## src/rtl/sfr_pkg.sv

```systemverilog
package sfr_pkg;

    localparam logic [7:0]  SYNC_NORMAL  = 8'hDB;
    localparam logic [7:0]  SYNC_SPECIAL = 8'hDD;
    localparam logic [15:0] CRC_PRESET   = 16'hFFFF;
    localparam logic [15:0] CRC_POLY     = 16'h1021;
    localparam int          ID_BYTES     = 4;

    typedef enum logic [3:0] {
        TX_IDLE, TX_GAP_A, TX_SYNC_A, TX_IDB, TX_CRC_A,
        TX_GAP_B, TX_SYNC_B, TX_DATA, TX_CRC_B
    } tx_state_e;

    typedef enum logic [2:0] {
        RX_IDLE, RX_HUNT_ID, RX_IDB, RX_CRC_ID,
        RX_HUNT_DATA, RX_DATA, RX_CRC_DATA
    } rx_state_e;

    // One byte into the CRC register, most significant bit first
    function automatic logic [15:0] crc_byte(input logic [15:0] c, input logic [7:0] b);
        logic [15:0] r;
        r = c;
        for (int i = 7; i >= 0; i--) begin
            if (r[15] ^ b[i]) r = (r << 1) ^ CRC_POLY;
            else              r = r << 1;
        end
        return r;
    endfunction

endpackage

```

## src/rtl/sfr_len_dec.sv

```systemverilog
module sfr_len_dec #(
    parameter int BASE_LEN = 128,
    parameter int CW       = 10
) (
    input  logic [1:0]    size_code,
    output logic [CW-1:0] len
);
    logic [1:0] shift;

    always_comb begin
        shift = (size_code[1]) ? 2'd2 : size_code;
        len   = CW'(BASE_LEN) << shift;
    end
endmodule

```

## src/rtl/sfr_tx.sv

```systemverilog
module sfr_tx
    import sfr_pkg::*;
#(
    parameter int GAP_LEN = 15,
    parameter int CW      = 10
) (
    input  logic          clk,
    input  logic          rst_n,
    input  logic          start,
    input  logic          with_id,
    input  logic          special,
    input  logic [CW-1:0] len,
    input  logic          in_valid,
    output logic          in_ready,
    input  logic [7:0]    in_data,
    output logic          out_valid,
    input  logic          out_ready,
    output logic [7:0]    out_data,
    output logic          busy
);
    localparam logic [CW-1:0] GAP_LAST = CW'(GAP_LEN - 1);
    localparam logic [CW-1:0] ID_LAST  = CW'(ID_BYTES - 1);

    typedef struct packed {
        tx_state_e     st;
        logic [CW-1:0] cnt;
        logic [CW-1:0] len;
        logic [15:0]   crc;
        logic          special;
    } tx_reg_t;

    tx_reg_t q, d;
    logic [7:0] sync_b;

    always_comb begin
        d         = q;
        out_valid = 1'b0;
        out_data  = 8'h00;
        in_ready  = 1'b0;
        sync_b    = q.special ? SYNC_SPECIAL : SYNC_NORMAL;
        case (q.st)
            TX_IDLE: begin
                if (start) begin
                    d.len     = len;
                    d.special = special;
                    d.cnt     = '0;
                    d.st      = with_id ? TX_GAP_A : TX_GAP_B;
                end
            end
            TX_GAP_A, TX_GAP_B: begin
                out_valid = 1'b1;
                if (out_ready) begin
                    if (q.cnt == GAP_LAST) begin
                        d.cnt = '0;
                        d.st  = (q.st == TX_GAP_A) ? TX_SYNC_A : TX_SYNC_B;
                    end else begin
                        d.cnt = q.cnt + CW'(1);
                    end
                end
            end
            TX_SYNC_A, TX_SYNC_B: begin
                out_valid = 1'b1;
                out_data  = (q.st == TX_SYNC_A) ? SYNC_NORMAL : sync_b;
                if (out_ready) begin
                    d.crc = crc_byte(CRC_PRESET, out_data);
                    d.cnt = '0;
                    d.st  = (q.st == TX_SYNC_A) ? TX_IDB : TX_DATA;
                end
            end
            TX_IDB, TX_DATA: begin
                out_valid = in_valid;
                out_data  = in_data;
                in_ready  = out_ready;
                if (in_valid && out_ready) begin
                    d.crc = crc_byte(q.crc, in_data);
                    if ((q.st == TX_IDB && q.cnt == ID_LAST) ||
                        (q.st == TX_DATA && q.cnt == q.len - CW'(1))) begin
                        d.cnt = '0;
                        d.st  = (q.st == TX_IDB) ? TX_CRC_A : TX_CRC_B;
                    end else begin
                        d.cnt = q.cnt + CW'(1);
                    end
                end
            end
            TX_CRC_A, TX_CRC_B: begin
                out_valid = 1'b1;
                out_data  = q.cnt[0] ? q.crc[7:0] : q.crc[15:8];
                if (out_ready) begin
                    if (q.cnt[0]) begin
                        d.cnt = '0;
                        d.st  = (q.st == TX_CRC_A) ? TX_GAP_B : TX_IDLE;
                    end else begin
                        d.cnt = CW'(1);
                    end
                end
            end
            default: d.st = TX_IDLE;
        endcase
    end

    always_ff @(posedge clk) begin
        if (!rst_n) q <= '0;
        else        q <= d;
    end

    assign busy = (q.st != TX_IDLE);
endmodule

```

## src/rtl/sfr_rx.sv

```systemverilog
module sfr_rx
    import sfr_pkg::*;
#(
    parameter int GAP_LEN  = 15,
    parameter int SYNC_TOL = 4,
    parameter int CW       = 10
) (
    input  logic          clk,
    input  logic          rst_n,
    input  logic          start,
    input  logic          with_id,
    input  logic [CW-1:0] len,
    input  logic          in_valid,
    output logic          in_ready,
    input  logic [7:0]    in_data,
    output logic          out_valid,
    input  logic          out_ready,
    output logic [7:0]    out_data,
    output logic          busy,
    output logic [31:0]   id_bytes,
    output logic          special,
    output logic          id_ok,
    output logic          id_sync_err,
    output logic          id_crc_err,
    output logic          dat_sync_err,
    output logic          dat_crc_err,
    output logic          done
);
    localparam logic [CW-1:0] WIN_LAST = CW'(GAP_LEN + SYNC_TOL - 1);
    localparam logic [CW-1:0] ID_LAST  = CW'(ID_BYTES - 1);

    typedef struct packed {
        rx_state_e     st;
        logic [CW-1:0] cnt;
        logic [CW-1:0] len;
        logic [15:0]   crc;
        logic [31:0]   id;
        logic          special;
        logic          id_ok;
        logic          id_sync_err;
        logic          id_crc_err;
        logic          dat_sync_err;
        logic          dat_crc_err;
        logic          done;
    } rx_reg_t;

    rx_reg_t q, d;
    logic [15:0] crc_nx;
    logic        is_sync;

    always_comb begin
        d              = q;
        d.id_ok        = 1'b0;
        d.id_sync_err  = 1'b0;
        d.id_crc_err   = 1'b0;
        d.dat_sync_err = 1'b0;
        d.dat_crc_err  = 1'b0;
        d.done         = 1'b0;
        in_ready       = 1'b0;
        out_valid      = 1'b0;
        out_data       = in_data;
        crc_nx         = crc_byte(q.crc, in_data);
        is_sync        = (in_data == SYNC_NORMAL) ||
                         (q.st == RX_HUNT_DATA && in_data == SYNC_SPECIAL);
        case (q.st)
            RX_IDLE: begin
                if (start) begin
                    d.len     = len;
                    d.cnt     = '0;
                    d.special = 1'b0;
                    d.id      = '0;
                    d.st      = with_id ? RX_HUNT_ID : RX_HUNT_DATA;
                end
            end
            RX_HUNT_ID, RX_HUNT_DATA: begin
                in_ready = 1'b1;
                if (in_valid) begin
                    if (is_sync) begin
                        d.crc = crc_byte(CRC_PRESET, in_data);
                        d.cnt = '0;
                        if (q.st == RX_HUNT_ID) begin
                            d.st = RX_IDB;
                        end else begin
                            d.special = (in_data == SYNC_SPECIAL);
                            d.st      = RX_DATA;
                        end
                    end else if (q.cnt == WIN_LAST) begin
                        d.id_sync_err  = (q.st == RX_HUNT_ID);
                        d.dat_sync_err = (q.st == RX_HUNT_DATA);
                        d.done         = 1'b1;
                        d.st           = RX_IDLE;
                    end else begin
                        d.cnt = q.cnt + CW'(1);
                    end
                end
            end
            RX_IDB: begin
                in_ready = 1'b1;
                if (in_valid) begin
                    d.crc = crc_nx;
                    d.id  = {q.id[23:0], in_data};
                    if (q.cnt == ID_LAST) begin
                        d.cnt = '0;
                        d.st  = RX_CRC_ID;
                    end else begin
                        d.cnt = q.cnt + CW'(1);
                    end
                end
            end
            RX_DATA: begin
                out_valid = in_valid;
                in_ready  = out_ready;
                if (in_valid && out_ready) begin
                    d.crc = crc_nx;
                    if (q.cnt == q.len - CW'(1)) begin
                        d.cnt = '0;
                        d.st  = RX_CRC_DATA;
                    end else begin
                        d.cnt = q.cnt + CW'(1);
                    end
                end
            end
            RX_CRC_ID, RX_CRC_DATA: begin
                in_ready = 1'b1;
                if (in_valid) begin
                    d.crc = crc_nx;
                    if (!q.cnt[0]) begin
                        d.cnt = CW'(1);
                    end else begin
                        d.cnt = '0;
                        if (q.st == RX_CRC_ID) begin
                            if (crc_nx == 16'h0000) begin
                                d.id_ok = 1'b1;
                                d.st    = RX_HUNT_DATA;
                            end else begin
                                d.id_crc_err = 1'b1;
                                d.done       = 1'b1;
                                d.st         = RX_IDLE;
                            end
                        end else begin
                            d.dat_crc_err = (crc_nx != 16'h0000);
                            d.done        = 1'b1;
                            d.st          = RX_IDLE;
                        end
                    end
                end
            end
            default: d.st = RX_IDLE;
        endcase
    end

    always_ff @(posedge clk) begin
        if (!rst_n) q <= '0;
        else        q <= d;
    end

    assign busy         = (q.st != RX_IDLE);
    assign id_bytes     = q.id;
    assign special      = q.special;
    assign id_ok        = q.id_ok;
    assign id_sync_err  = q.id_sync_err;
    assign id_crc_err   = q.id_crc_err;
    assign dat_sync_err = q.dat_sync_err;
    assign dat_crc_err  = q.dat_crc_err;
    assign done         = q.done;
endmodule

```

## src/rtl/sector_framer.sv

```systemverilog
module sector_framer #(
    parameter int BASE_LEN = 128,
    parameter int GAP_LEN  = 15,
    parameter int SYNC_TOL = 4
) (
    input  logic       clk,
    input  logic       rst_n,
    input  logic [1:0] cfg_size,
    input  logic       wr_start,
    input  logic       wr_with_id,
    input  logic       wr_special,
    output logic       wr_busy,
    input  logic       wr_in_valid,
    output logic       wr_in_ready,
    input  logic [7:0] wr_in_data,
    output logic       line_out_valid,
    input  logic       line_out_ready,
    output logic [7:0] line_out_data,
    input  logic       rd_start,
    input  logic       rd_with_id,
    output logic       rd_busy,
    input  logic       line_in_valid,
    output logic       line_in_ready,
    input  logic [7:0] line_in_data,
    output logic       rd_out_valid,
    input  logic       rd_out_ready,
    output logic [7:0] rd_out_data,
    output logic [7:0] rd_id_flag,
    output logic [7:0] rd_id_cyl,
    output logic [7:0] rd_id_head,
    output logic [7:0] rd_id_sec,
    output logic       rd_defective,
    output logic       rd_special,
    output logic       rd_id_ok,
    output logic       rd_id_sync_err,
    output logic       rd_id_crc_err,
    output logic       rd_data_sync_err,
    output logic       rd_data_crc_err,
    output logic       rd_done
);
    localparam int MAX_LEN = BASE_LEN * 4;
    localparam int WIN     = GAP_LEN + SYNC_TOL;
    localparam int CW      = $clog2(((MAX_LEN > WIN) ? MAX_LEN : WIN) + 1);

    logic [CW-1:0] sect_len;
    logic [31:0]   id_bytes;

    sfr_len_dec #(.BASE_LEN(BASE_LEN), .CW(CW)) len_i (
        .size_code (cfg_size),
        .len       (sect_len)
    );

    sfr_tx #(.GAP_LEN(GAP_LEN), .CW(CW)) tx_i (
        .clk       (clk),
        .rst_n     (rst_n),
        .start     (wr_start),
        .with_id   (wr_with_id),
        .special   (wr_special),
        .len       (sect_len),
        .in_valid  (wr_in_valid),
        .in_ready  (wr_in_ready),
        .in_data   (wr_in_data),
        .out_valid (line_out_valid),
        .out_ready (line_out_ready),
        .out_data  (line_out_data),
        .busy      (wr_busy)
    );

    sfr_rx #(.GAP_LEN(GAP_LEN), .SYNC_TOL(SYNC_TOL), .CW(CW)) rx_i (
        .clk          (clk),
        .rst_n        (rst_n),
        .start        (rd_start),
        .with_id      (rd_with_id),
        .len          (sect_len),
        .in_valid     (line_in_valid),
        .in_ready     (line_in_ready),
        .in_data      (line_in_data),
        .out_valid    (rd_out_valid),
        .out_ready    (rd_out_ready),
        .out_data     (rd_out_data),
        .busy         (rd_busy),
        .id_bytes     (id_bytes),
        .special      (rd_special),
        .id_ok        (rd_id_ok),
        .id_sync_err  (rd_id_sync_err),
        .id_crc_err   (rd_id_crc_err),
        .dat_sync_err (rd_data_sync_err),
        .dat_crc_err  (rd_data_crc_err),
        .done         (rd_done)
    );

    assign rd_id_flag   = id_bytes[31:24];
    assign rd_id_cyl    = id_bytes[23:16];
    assign rd_id_head   = id_bytes[15:8];
    assign rd_id_sec    = id_bytes[7:0];
    assign rd_defective = id_bytes[24];
endmodule

```

## config.mk

```make
export PLATFORM = sky130hd
export DESIGN_NAME = sector_framer
export DESIGN_NICKNAME = d
export VERILOG_FILES = /design/src/rtl/sfr_pkg.sv /design/src/rtl/sfr_len_dec.sv /design/src/rtl/sfr_tx.sv /design/src/rtl/sfr_rx.sv /design/src/rtl/sector_framer.sv
export SDC_FILE = /design/constraint.sdc
export NUM_CORES = 1
export LEC_CHECK = 0
export BUFFER_PORTS_ARGS = -buffer_cell sky130_fd_sc_hd__buf_2
export CAP_MARGIN = 20
export CORE_MARGIN = 3
export CORE_UTILIZATION = 50
export DETAILED_ROUTE_END_ITERATION = 7
export GPL_ROUTABILITY_DRIVEN = 0
export PLACE_DENSITY = 0.79
export REMOVE_ABC_BUFFERS = 1
export SLEW_MARGIN = 20
export SYNTH_ARGS = -nofsm -noshare
export SYNTH_HDL_FRONTEND = slang
export SYNTH_SLANG_ARGS = --single-unit
```

## constraint.sdc

```tcl
create_clock -name clk -period 3 [get_ports clk]
set_input_delay 0.3 -clock clk [delete_from_list [all_inputs] [get_ports clk]]
set_output_delay 0.3 -clock clk [all_outputs]
set_load 0.01 [all_outputs]
```

==> impl_results.md <==
- Worst Tran Pin Value: around 0.71 ns
- Wire per inst: 14.9 um
- First-pass DRT Iterations: 5
- Reg-to-Reg End: rx_i.q[77]
- Crit path buf inv count: 1
- Met3 wire length: just under 600 um
- Path length in cells of the critical path: 6
- Initial DRC count: roughly 600
- FF+latch count, synth: 105
- CP delay by family, top: XOR/XNOR gates
- Critical path peak fanout: 5
- Met1 Wirelength: around 6.5 mm
- Final-report hold violation count: 0
- Initial antenna violation count: 0
- Width of the die: approximately 120 um
- Distinct cell type count after synthesis: just over 60
- Sink Count: 105
- P_leak: 2.51 nW
- Antenna Violating Nets Remaining: 0
- Crit end category: flip-flop
- CP max-delay cell: a2111oi_2
- TritonCTS clock tree: done
- DP HPWL: 9.65 mm
- Gr usage total: 0.204
- Critical Path AT: 3.00 ns
- Pre-CTS WS: about 0.21 ns
- Max_cap viols: 0
- Initial Util: 0.520
- Post-Layout Cell Count: roughly 940
- Fillers: ~1000
- Via/cell ratio: 5.64
- Via count: 5275
- Max VDD drop: 0.283 mV
- Clock Path Buffers: 2
- YS warnings: 0
- Multiplexer area fraction after synthesis: 0.0283
- Cell area power density: 578 mW/mm^2
- Global-route wire length before repair: roughly 23 mm
- EDFF count, synth: 0
- Routed WL: between 10 and 15 mm
- Largest net degree at the start of global routing: 43
- Number of remaining DRC errors: 0
- Seq/Total Area, Yosys: 0.350
- Nets@finish: between 800 and 900
- Status: finished clean
- Post-Route Skew: 0.00680 ns
- Post-layout util: 0.571
- CTS Buf Count: 9
- Reg2Reg Depth: 6
- Highest Signal Layer: met4
- Metal2 WL: roughly 6.6 mm
- Port bufs: 90
- Post-CTS setup buffers: 0
- Critical path origin: rx_i.q[51]
- Post-Synth XOR/XNOR Area: 0.128
- Rows: 39
- Worst setup path category: reg -> reg
- Core area: about 0.012 mm^2
- Final Critical Period: ~2.7 ns
- Most frequent cells in the layout: 105 x dfxtp_1, 90 x buf_2, 79 x nand2_1, 65 x nor2_1, 65 x a21oi_1
- RR Startpoint: rx_i.q[51]
- Synthesized area: about 0.0060 mm^2
- Chip height: about 120 um
- Slew headroom: 0.530
- Worst path max stage delay: roughly 0.58 ns
- Root buffer cell: clkbuf_16
- Max Slew Vio Count: 0
- Ports: 91
- Synth Instances: 757
- Peak Freq: ~370 MHz
- Req. time, crit path: about 3.3 ns
- Die area: between 0.01 and 0.015 mm^2
- R2R Setup Slk: about 0.28 ns
- Final global-route overflow total: 0
- Post-Synth Adder-Cell Area: 0.0125
- RSZ-0062 raised after global routing: false
- CP Launch Type: flip-flop
- Critical-path cell list: xnor2_1, xor3_1, or4_1, a2111oi_2, inv_1, o221ai_1
- Vias in the first global route: a little under 5000
- Ant diodes: 0
- Final setup margin: 0.277 ns
- Share of cells above drive strength 1: 0.175
- Worst skew pair latency: between 0.3 and 0.4 ns
- Commonest non-fill, non-tap cell in the layout: dfxtp_1
- Cts hold-fix bufs: 0
- Final instance area: 0.00661 mm^2
- Async set or reset register ratio after synthesis: 0
- Ys flop type: dfxtp_1
- Synth Area in Simple Gates: 0.227
- Mean Syn Cell Area: slightly below 8 um^2
- Period utilisation layout: 0.908
- Hold Crit Class: in -> reg
- Placed Cells: 920
- Main combinational cell family by area after synthesis: simple AND/OR/NAND/NOR gates
- Crit path capture: rx_i.q[77]
- Post-synthesis compound-gate area fraction: 0.164
- Final setup viols: 0
- Placed Instance Area: between 0.006 and 0.007 mm^2
- Synthesis-to-finish area growth: 9.91%
- PostCTS Resize Cnt: 0
- Clk pin slew, worst setup/hold paths: 0.08 ns
- Total Power: roughly 0.0038 W
- H-tree levels: 3
## synthesized netlist by cell type, types with 5 or more instances
master	instances	area [um^2]
nor2b_1	11	68.8
nor2_1	66	248
xnor2_1	60	526
dfxtp_1	105	2100
nand3_1	49	245
o21ai_0	26	130
nand2b_1	8	50.1
clkbuf_1	46	173
a31oi_1	7	43.8
o31ai_1	5	37.5
nor4_1	10	62.6
buf_4	40	300
a22oi_1	6	45.0
nor3_1	7	35.0
o211ai_1	6	45.0
nand2_1	79	297
xor2_1	25	219
or4_1	5	37.5
nand4_1	7	43.8
or3_1	9	56.3
a21oi_1	65	325
o22ai_1	6	37.5
mux2i_1	17	170
ha_1	6	75.1
inv_1	13	48.8
a211oi_1	7	52.6
## registers in the layout (all words and copies together) (netlist names)
signal / flops
rx_i.dat_sync_err: 1
tx_i.q: 34
rx_i.id_bytes: 32
rx_i.id_sync_err: 1
rx_i.done: 1
rx_i.special: 1
rx_i.dat_crc_err: 1
rx_i.q: 32
rx_i.id_ok: 1
rx_i.id_crc_err: 1
## logic make-up (layout without fill, tap and decap cells)
logic type,after synthesis,after routing
mux,17,17
flops,105,105
buf+inv,105,141
xor+xnor,86,86
simple gates,280,280
compound gates,158,158
fa+ha+maj,6,6
## how the worst min path moves through the flow
stage / from / to / slack, ns / cells past startpoint
floorplan: rst_n / rx_i.q[76] / 0.43 / 1
global placement: rx_i.id_bytes[28] / rx_i.id_bytes[28] / 0.44 / 2
detailed placement: rx_i.id_bytes[28] / rx_i.id_bytes[28] / 0.44 / 2
CTS: wr_special / tx_i.q[0] / 0.18 / 3
global route: wr_special / tx_i.q[0] / 0.21 / 3
finish: wr_special / tx_i.q[0] / 0.19 / 3
## report_power, final
group / switching, W / internal [W] / leakage, nW
sequential: 0.000106 / 0.00147 / 0.848
clock: 0.000584 / 0.000589 / 0.146
combinational: 0.000631 / 0.000439 / 1.51
## layout make-up
cell class,count,area [um^2],area share
Clock buffer,9,225,0.0341
Clock inverter,7,71.3,0.0108
Inverter,14,52.6,0.00795
Multi-Input combinational cell,547,3370,0.510
Sequential cell,105,2100,0.318
Tap cell,143,179,0.0271
Timing Repair Buffer,111,608,0.0920
## routing by layer
metal / GRT usage / vias up
li1: - / 2650
met1: 0.267 / 2462
met2: 0.339 / 141
met3: 0.0402 / 22
met4: 0.0688 / 0
met5: 0 / -
## stage by stage
stage               hold slack (ns)  setup TNS (ns)
floorplan                     0.431           -5.25
global placement              0.438               0
detailed placement            0.445               0
CTS                           0.185               0
global route                  0.209               0
finish                        0.193               0
## worst reg2reg max path, cell delays in order, from the launching register on
cell	delay, ns
dfxtp_1	0.36
xnor2_1	0.39
xor3_1	0.46
or4_1	0.54
a2111oi_2	0.58
inv_1	0.12
o221ai_1	0.20
Note: power is estimated with default switching activity, not from simulation.
